### config.mk
export PLATFORM = sky130hd
export DESIGN_NAME = ref_mode_ctrl
export DESIGN_NICKNAME = d
export VERILOG_FILES = /design/src/rtl/refctl_pkg.sv /design/src/rtl/ref_monitor.sv /design/src/rtl/mode_ctrl.sv /design/src/rtl/ref_mode_ctrl.sv
export SDC_FILE = /design/constraint.sdc
export NUM_CORES = 1
export LEC_CHECK = 0
export BUFFER_PORTS_ARGS = -buffer_cell sky130_fd_sc_hd__buf_4
export CORE_MARGIN = 2
export CORE_UTILIZATION = 30
export CTS_BUF_LIST = sky130_fd_sc_hd__clkbuf_2
export DETAILED_ROUTE_END_ITERATION = 6
export PLACE_DENSITY = 0.54
export SLEW_MARGIN = 20
export SYNTH_ARGS = -nofsm -noshare
export SYNTH_HDL_FRONTEND = slang
export SYNTH_SLANG_ARGS = --single-unit
### constraint.sdc
create_clock -name clk -period 4.47 [get_ports clk]
set_input_delay 0.2235 -clock clk [delete_from_list [all_inputs] [get_ports clk]]
set_output_delay 0.2235 -clock clk [all_outputs]
set_load 0.05 [all_outputs]
### src/rtl/refctl_pkg.sv
package refctl_pkg;
  // Strobes from the control FSM to the monitor datapath
  typedef struct packed {
    logic useSec;   // monitor the secondary reference
    logic restart;  // selected reference is switching: restart measurement
  } monCtl_t;
endpackage

### src/rtl/ref_monitor.sv
module ref_monitor
  import refctl_pkg::*;
#(
  parameter int WIN_CYCLES = 64,
  parameter int MIN_EDGES  = 6,
  parameter int MAX_EDGES  = 10,
  parameter int LOS_CYCLES = 24
) (
  input  logic    clk,
  input  logic    rst_n,
  input  logic    refPri,
  input  logic    refSec,
  input  monCtl_t ctl,
  output logic    impaired
);
  localparam int WW = $clog2(WIN_CYCLES);
  localparam int EW = $clog2(WIN_CYCLES + 2);
  localparam int LW = $clog2(LOS_CYCLES);
  localparam logic [WW-1:0] WIN_LAST = WW'(WIN_CYCLES - 1);
  localparam logic [EW-1:0] MIN_E    = EW'(MIN_EDGES);
  localparam logic [EW-1:0] MAX_E    = EW'(MAX_EDGES);
  localparam logic [LW-1:0] LOS_LAST = LW'(LOS_CYCLES - 1);

  logic [2:0]    refSync;
  logic          refEdge;
  logic [WW-1:0] winCnt;
  logic [EW-1:0] edgeCnt, edgeTotal;
  logic [LW-1:0] losCnt;
  logic [1:0]    goodRun;
  logic          winEnd, windowGood, losHit;

  wire refRaw = ctl.useSec ? refSec : refPri;

  always_ff @(posedge clk or negedge rst_n) begin
    if (!rst_n) refSync <= '0;
    else        refSync <= {refSync[1:0], refRaw};
  end

  assign refEdge    = refSync[1] & ~refSync[2];
  assign winEnd     = (winCnt == WIN_LAST);
  assign edgeTotal  = edgeCnt + EW'(refEdge);
  assign windowGood = (edgeTotal >= MIN_E) && (edgeTotal <= MAX_E);
  assign losHit     = !refEdge && (losCnt == LOS_LAST);

  always_ff @(posedge clk or negedge rst_n) begin
    if (!rst_n) begin
      winCnt  <= '0;
      edgeCnt <= '0;
      losCnt  <= '0;
    end else if (ctl.restart) begin
      winCnt  <= '0;
      edgeCnt <= '0;
      losCnt  <= '0;
    end else begin
      winCnt  <= winEnd ? '0 : winCnt + 1'b1;
      edgeCnt <= winEnd ? '0 : edgeTotal;
      if (refEdge)     losCnt <= '0;
      else if (!losHit) losCnt <= losCnt + 1'b1;
    end
  end

  always_ff @(posedge clk or negedge rst_n) begin
    if (!rst_n) begin
      impaired <= 1'b1;
      goodRun  <= '0;
    end else if (!ctl.restart) begin
      if (losHit || (winEnd && !windowGood)) begin
        impaired <= 1'b1;
        goodRun  <= '0;
      end else if (winEnd) begin
        if (goodRun != 2'd2) goodRun <= goodRun + 1'b1;
        if (goodRun != 2'd0) impaired <= 1'b0;
      end
    end
  end

  // loss of signal raises the impairment flag
  p_los_flags_r4: assert property (@(posedge clk) disable iff (!rst_n)
    (losHit && !ctl.restart) |=> impaired);
  // a window outside the edge-count bounds raises the flag
  p_bad_window_r5_r6: assert property (@(posedge clk) disable iff (!rst_n)
    (winEnd && !windowGood && !ctl.restart) |=> impaired);
  // the flag may only clear at the end of a window
  p_clear_at_window_r7: assert property (@(posedge clk) disable iff (!rst_n)
    $fell(impaired) |-> $past(winEnd));
endmodule

### src/rtl/mode_ctrl.sv
module mode_ctrl
  import refctl_pkg::*;
(
  input  logic    clk,
  input  logic    rst_n,
  input  logic    refSelPin,
  input  logic    modeSelPin,
  input  logic    framePulse,
  input  logic    impaired,
  output monCtl_t ctl,
  output logic    muxSel,
  output logic    corrEn,
  output logic    freeRun
);
  logic [1:0] selSync, modeSync;
  logic       fpPrev, fpEdge;
  logic       selQ, freeRunQ, corrEnQ;
  logic       nextFreeRun, selChange;

  always_ff @(posedge clk or negedge rst_n) begin
    if (!rst_n) begin
      selSync  <= '0;
      modeSync <= 2'b11;
      fpPrev   <= 1'b0;
    end else begin
      selSync  <= {selSync[0], refSelPin};
      modeSync <= {modeSync[0], modeSelPin};
      fpPrev   <= framePulse;
    end
  end

  assign fpEdge      = framePulse & ~fpPrev;
  assign nextFreeRun = modeSync[1] | impaired;
  assign selChange   = selSync[1] ^ selQ;

  always_ff @(posedge clk or negedge rst_n) begin
    if (!rst_n) begin
      selQ     <= 1'b0;
      freeRunQ <= 1'b1;
      corrEnQ  <= 1'b0;
    end else if (fpEdge) begin
      selQ     <= selSync[1];
      freeRunQ <= nextFreeRun;
      corrEnQ  <= selChange | (freeRunQ & ~nextFreeRun);
    end
  end

  assign ctl.useSec  = selQ;
  assign ctl.restart = fpEdge & selChange;
  assign muxSel  = selQ;
  assign corrEn  = corrEnQ;
  assign freeRun = freeRunQ;

  // outputs frozen between frame edges
  p_hold_between_frames_r3: assert property (@(posedge clk) disable iff (!rst_n)
    !fpEdge |=> $stable({muxSel, corrEn, freeRun}));
  // an impairment at a frame edge forces free run
  p_impaired_freerun_r4: assert property (@(posedge clk) disable iff (!rst_n)
    (fpEdge && impaired) |=> freeRun);
  // a free-run request is honoured at the frame edge
  p_mode_request_r2: assert property (@(posedge clk) disable iff (!rst_n)
    (fpEdge && modeSync[1]) |=> freeRun);
  // a reference switch raises the corrector enable
  p_corr_on_switch_r8: assert property (@(posedge clk) disable iff (!rst_n)
    (fpEdge && selChange) |=> (corrEn && muxSel == $past(selSync[1])));
  // entering free run never raises the corrector enable by itself
  p_no_corr_to_freerun_r12: assert property (@(posedge clk) disable iff (!rst_n)
    (fpEdge && !selChange && nextFreeRun) |=> !corrEn);
endmodule

### src/rtl/ref_mode_ctrl.sv
module ref_mode_ctrl
  import refctl_pkg::*;
#(
  parameter int WIN_CYCLES = 64,
  parameter int MIN_EDGES  = 6,
  parameter int MAX_EDGES  = 10,
  parameter int LOS_CYCLES = 24
) (
  input  logic clk,
  input  logic rst_n,
  input  logic refPri,
  input  logic refSec,
  input  logic framePulse,
  input  logic refSelPin,
  input  logic modeSelPin,
  output logic muxSel,
  output logic corrEn,
  output logic freeRun
);
  monCtl_t monCtl;
  logic    impaired;

  mode_ctrl u_ctrl (
    .clk        (clk),
    .rst_n      (rst_n),
    .refSelPin  (refSelPin),
    .modeSelPin (modeSelPin),
    .framePulse (framePulse),
    .impaired   (impaired),
    .ctl        (monCtl),
    .muxSel     (muxSel),
    .corrEn     (corrEn),
    .freeRun    (freeRun)
  );

  ref_monitor #(
    .WIN_CYCLES (WIN_CYCLES),
    .MIN_EDGES  (MIN_EDGES),
    .MAX_EDGES  (MAX_EDGES),
    .LOS_CYCLES (LOS_CYCLES)
  ) u_mon (
    .clk      (clk),
    .rst_n    (rst_n),
    .refPri   (refPri),
    .refSec   (refSec),
    .ctl      (monCtl),
    .impaired (impaired)
  );
endmodule

==> metrics.txt <==
# TYPE chip_impl_metric gauge
chip_impl_metric{name="worst-path-max-fanout",unit=""} 4
chip_impl_metric{name="synth-edff-count",unit=""} 0
chip_impl_metric{name="clkPwrFrac",unit="%"} 24.9
chip_impl_metric{name="multiplexer_fraction_of_the_synthesized_cell_area",unit="%"} 2.25
chip_impl_metric{name="achievable-frequency",unit="MHz"} 433
chip_impl_metric{name="routed_length_per_instance",unit="um"} 12.1
chip_impl_metric{name="flow.area_growth_from_synthesis",unit="%"} 16.4
chip_impl_metric{name="switching_share",unit="%"} 32.1
chip_impl_info{name="crit_path_end_kind",value="register"} 1
chip_impl_info{name="layout.cells.most_common_list",value="dfrtp_1, nor2_1, nand2_1, buf_4, nand3_1"} 1
chip_impl_metric{name="ys_types",unit=""} 34
chip_impl_metric{name="timing.max_slew.rel_slack",unit="%"} 73.6
chip_impl_metric{name="antenna_found_initial",unit=""} 0
chip_impl_metric{name="clock_sink_count",unit=""} 32
chip_impl_metric{name="portBuffers",unit=""} 9
chip_impl_info{name="synth_ff_type",value="dfrtp_1"} 1
chip_impl_metric{name="report.final.setup_viol",unit=""} 0
chip_impl_metric{name="finalCritPeriodShare",unit="%"} 51.7
chip_impl_metric{name="yosys.area_share.xor_xnor",unit="%"} 7.01
chip_impl_metric{name="dp_worst_setup_slack",unit="ns"} 2.18
chip_impl_metric{name="globalRouteOverflowTotal",unit=""} 0
chip_impl_metric{name="max_slew.worst_pin.slew",unit="ns"} 0.396
chip_impl_metric{name="ant_nets",unit=""} 0
chip_impl_metric{name="cpPeakStageDelay",unit="ns"} 0.42
chip_impl_metric{name="detail_route.wirelength",unit="um"} 2630
chip_impl_metric{name="mappedNetlistArea",unit="mm2"} 0.00150
chip_impl_metric{name="min_path_cells",unit=""} 2
chip_impl_metric{name="met1_usage",unit="%"} 13.7
chip_impl_metric{name="num_io_pins",unit=""} 10
chip_impl_metric{name="placed_cell_area",unit="mm2"} 0.00164
chip_impl_metric{name="grtUsageMet3",unit="%"} 4.15
chip_impl_metric{name="via_count",unit=""} 991
chip_impl_info{name="layout_commonest_cell",value="dfrtp_1"} 1
chip_impl_metric{name="worst_skew_pair.late_latency",unit="ns"} 0.36
chip_impl_metric{name="vdd_drop_max",unit="mV"} 0.170
chip_impl_metric{name="worst_clock_skew",unit="ns"} 0.0157
chip_impl_metric{name="synth-seq-cells",unit=""} 32
chip_impl_info{name="path_cells",value="nand2b_1, inv_1, ha_1, ha_1, and2_1, o41ai_2, nor3b_2, o41ai_2, mux2_2"} 1
chip_impl_metric{name="timing.max_cap.violations",unit=""} 0
chip_impl_metric{name="synth_fa_ha_area_share",unit="%"} 5.84
chip_impl_metric{name="cts_buffers",unit=""} 5
chip_impl_metric{name="post_cts_hold_buffer_count",unit=""} 4
chip_impl_metric{name="yosys_warnings",unit=""} 0
chip_impl_metric{name="finalHoldWorstSlack",unit="ns"} 0.0800
chip_impl_metric{name="drt-pass1-iter-count",unit=""} 3
chip_impl_metric{name="cts.repair_timing.setup_buffer_count",unit=""} 0
chip_impl_metric{name="via_per_inst",unit=""} 4.57
chip_impl_info{name="cts-root-buf",value="clkbuf_2"} 1
chip_impl_info{name="worst_setup_path_start_kind",value="register"} 1
chip_impl_metric{name="synthArstFlopShare",unit="%"} 100
chip_impl_metric{name="floorplan.die.width",unit="um"} 74.7
chip_impl_metric{name="deepest_clock_path_buffer_count",unit=""} 2
chip_impl_info{name="timing_worst_setup_path_type",value="register to register"} 1
chip_impl_metric{name="floorplan.initialDensity",unit="%"} 31.3
chip_impl_metric{name="largest_net_degree_at_the_start_of_global_routing",unit=""} 33
chip_impl_info{name="grt_setup_unrepaired",value="no"} 1
chip_impl_metric{name="worst_ep_arrival_time",unit="ns"} 2.63
chip_impl_metric{name="power_leakage",unit="nW"} 0.791
chip_impl_metric{name="reg2reg_depth",unit=""} 9
chip_impl_metric{name="clkTransAtPathRegs",unit="ns"} 0.17
chip_impl_metric{name="final_layout_size_suffix_gt1_share",unit="%"} 21.3
chip_impl_metric{name="place_hpwl",unit="um"} 1950
chip_impl_metric{name="first_iter_violations",unit=""} 83
chip_impl_metric{name="vias_in_the_first_global_route",unit=""} 1016
chip_impl_metric{name="gr-usage-all-layers",unit="%"} 11.0
chip_impl_info{name="outcome",value="completed"} 1
chip_impl_metric{name="power.sequential.fraction",unit="%"} 51.5
chip_impl_metric{name="period_needed",unit="ns"} 2.31
chip_impl_info{name="grt.busiest_layer",value="met2"} 1
chip_impl_metric{name="p_sw",unit="W"} 0.000250
chip_impl_metric{name="powerDensity",unit="mW/mm2"} 447
chip_impl_metric{name="cts_resized",unit=""} 0
chip_impl_metric{name="layout_setup_ws",unit="ns"} 2.16
chip_impl_metric{name="setup_total_negative_slack",unit="ns"} 0
chip_impl_metric{name="fin_hold_viols",unit=""} 0
chip_impl_metric{name="synth-seq-area-share",unit="%"} 53.8
chip_impl_metric{name="row_count",unit=""} 25
chip_impl_metric{name="postSynthCellCount",unit=""} 130
chip_impl_info{name="holdCritPathClass",value="primary input to register"} 1
chip_impl_metric{name="core_region_area",unit="mm2"} 0.00479
chip_impl_info{name="tritoncts_clock_tree",value="yes"} 1
chip_impl_metric{name="pwr-share-comb",unit="%"} 23.6
chip_impl_metric{name="syn-num-nets",unit=""} 144
chip_impl_metric{name="synth_simple_gate_area_share",unit="%"} 20.3
chip_impl_metric{name="p_int",unit="W"} 0.000529
chip_impl_metric{name="die_area",unit="mm2"} 0.00558
chip_impl_metric{name="wire_length_of_the_first_global_routing_pass",unit="um"} 4580
chip_impl_metric{name="detail_route.drc_violations",unit=""} 0
chip_impl_metric{name="grtUsageMet2",unit="%"} 17.8
chip_impl_metric{name="gpl.final_weighted_congestion",unit=""} 0.741
chip_impl_metric{name="h-tree-depth",unit=""} 2
chip_impl_metric{name="avgSynthCellArea",unit="um2"} 11.5
chip_impl_metric{name="die_h",unit="um"} 74.7
chip_impl_metric{name="synth_compound_area_share",unit="%"} 8.60
chip_impl_info{name="combinational_family_with_the_most_area_after_synthesis",value="simple AND/OR/NAND/NOR gates"} 1
chip_impl_metric{name="antenna-diode-count",unit=""} 0
chip_impl_metric{name="final_cell_area",unit="mm2"} 0.00174
chip_impl_metric{name="finalMaxSlewViolations",unit=""} 0
chip_impl_info{name="slowest_stage",value="dfrtp_1"} 1
chip_impl_metric{name="num-nets-final",unit=""} 163
chip_impl_metric{name="finish.utilization",unit="%"} 36.4
chip_impl_metric{name="required",unit="ns"} 4.79
## worst paths after layout
path | start | end | slack (ns)
setup / recovery | u_mon.refSync[1] | u_mon.goodRun[0] | 2.16
hold / removal | refPri | u_mon.refSync[0] | 0.08
setup reg to reg | u_mon.refSync[1] | u_mon.goodRun[0] | 2.16
hold reg to reg | u_ctrl.modeSync[0] | u_ctrl.modeSync[1] | 0.37
max in group asynchronous | rst_n | u_ctrl.modeSync[1] | 3.84
min in group asynchronous | rst_n | u_mon.edgeCnt[5] | 0.30
## through the flow
stage,total power [W],instances
finish,0.000779,217
global route,0.000831,217
CTS,0.000791,217
detailed placement,0.000592,205
global placement,0.000581,205
floorplan,0.000541,130
## cell type report
cell class | count | area (um2)
tap | 67 | 83.8
clock inverter | 2 | 35.0
sequential | 32 | 806
timing repair buffer | 13 | 108
multi-input combinational | 91 | 659
fill | 495 | 3040
inverter | 6 | 22.5
clock buffer | 6 | 30.0
## state kept, by name (all words and copies together), names as in the netlist
| register | flops |
|---|---|
| u_ctrl.selSync | 2 |
| u_mon.impaired | 1 |
| u_ctrl.freeRun | 1 |
| u_mon.refSync | 3 |
| u_ctrl.muxSel | 1 |
| u_mon.edgeCnt | 7 |
| u_mon.winCnt | 6 |
| u_ctrl.corrEn | 1 |
| u_mon.losCnt | 5 |
| u_ctrl.modeSync | 2 |
| u_ctrl.fpPrev | 1 |
| u_mon.goodRun | 2 |
## power by group through the flow
stage	registers, W	clock network (W)	logic (W)
finish	0.000401	0.000194	0.000184
global route	0.000410	0.000214	0.000207
CTS	0.000402	0.000203	0.000187
detailed placement	0.000407	0	0.000184
global placement	0.000404	0	0.000176
floorplan	0.000405	0	0.000136
## metal layers
metal / share of wire (%) / wire (um)
met1: 45 / 1170
met2: 51 / 1330
met3: 3.3 / 86
met4: 1.4 / 36
met5: 0 / 0
## cell families after synthesis
group	Yosys count
flops	32
mux	3
simple gates	55
buf+inv	7
compound gates	14
xor+xnor	12
fa+ha+maj	7
## cells in the mapped netlist, drive strengths merged, types with 4 or more instances
| library cell | count | area share (%) |
|---|---|---|
| xor2 | 6 | 3.5 |
| nor2 | 13 | 3.3 |
| dfrtp | 28 | 47 |
| xnor2 | 6 | 3.5 |
| nand3 | 8 | 2.7 |
| dfstp | 4 | 7.0 |
| nor3 | 4 | 1.3 |
| and3 | 5 | 2.1 |
| ha | 7 | 5.8 |
| inv | 6 | 1.5 |
| nand2 | 9 | 2.3 |
## critical path, delay by kind of cell, from the launching register on
family	cells	cell delay [ns]
mux	1	0.21
fa+ha+maj	2	0.52
flops	1	0.42
compound gates	2	0.60
simple gates	3	0.43
buf+inv	1	0.09
Power figures use the tool's default switching activity.
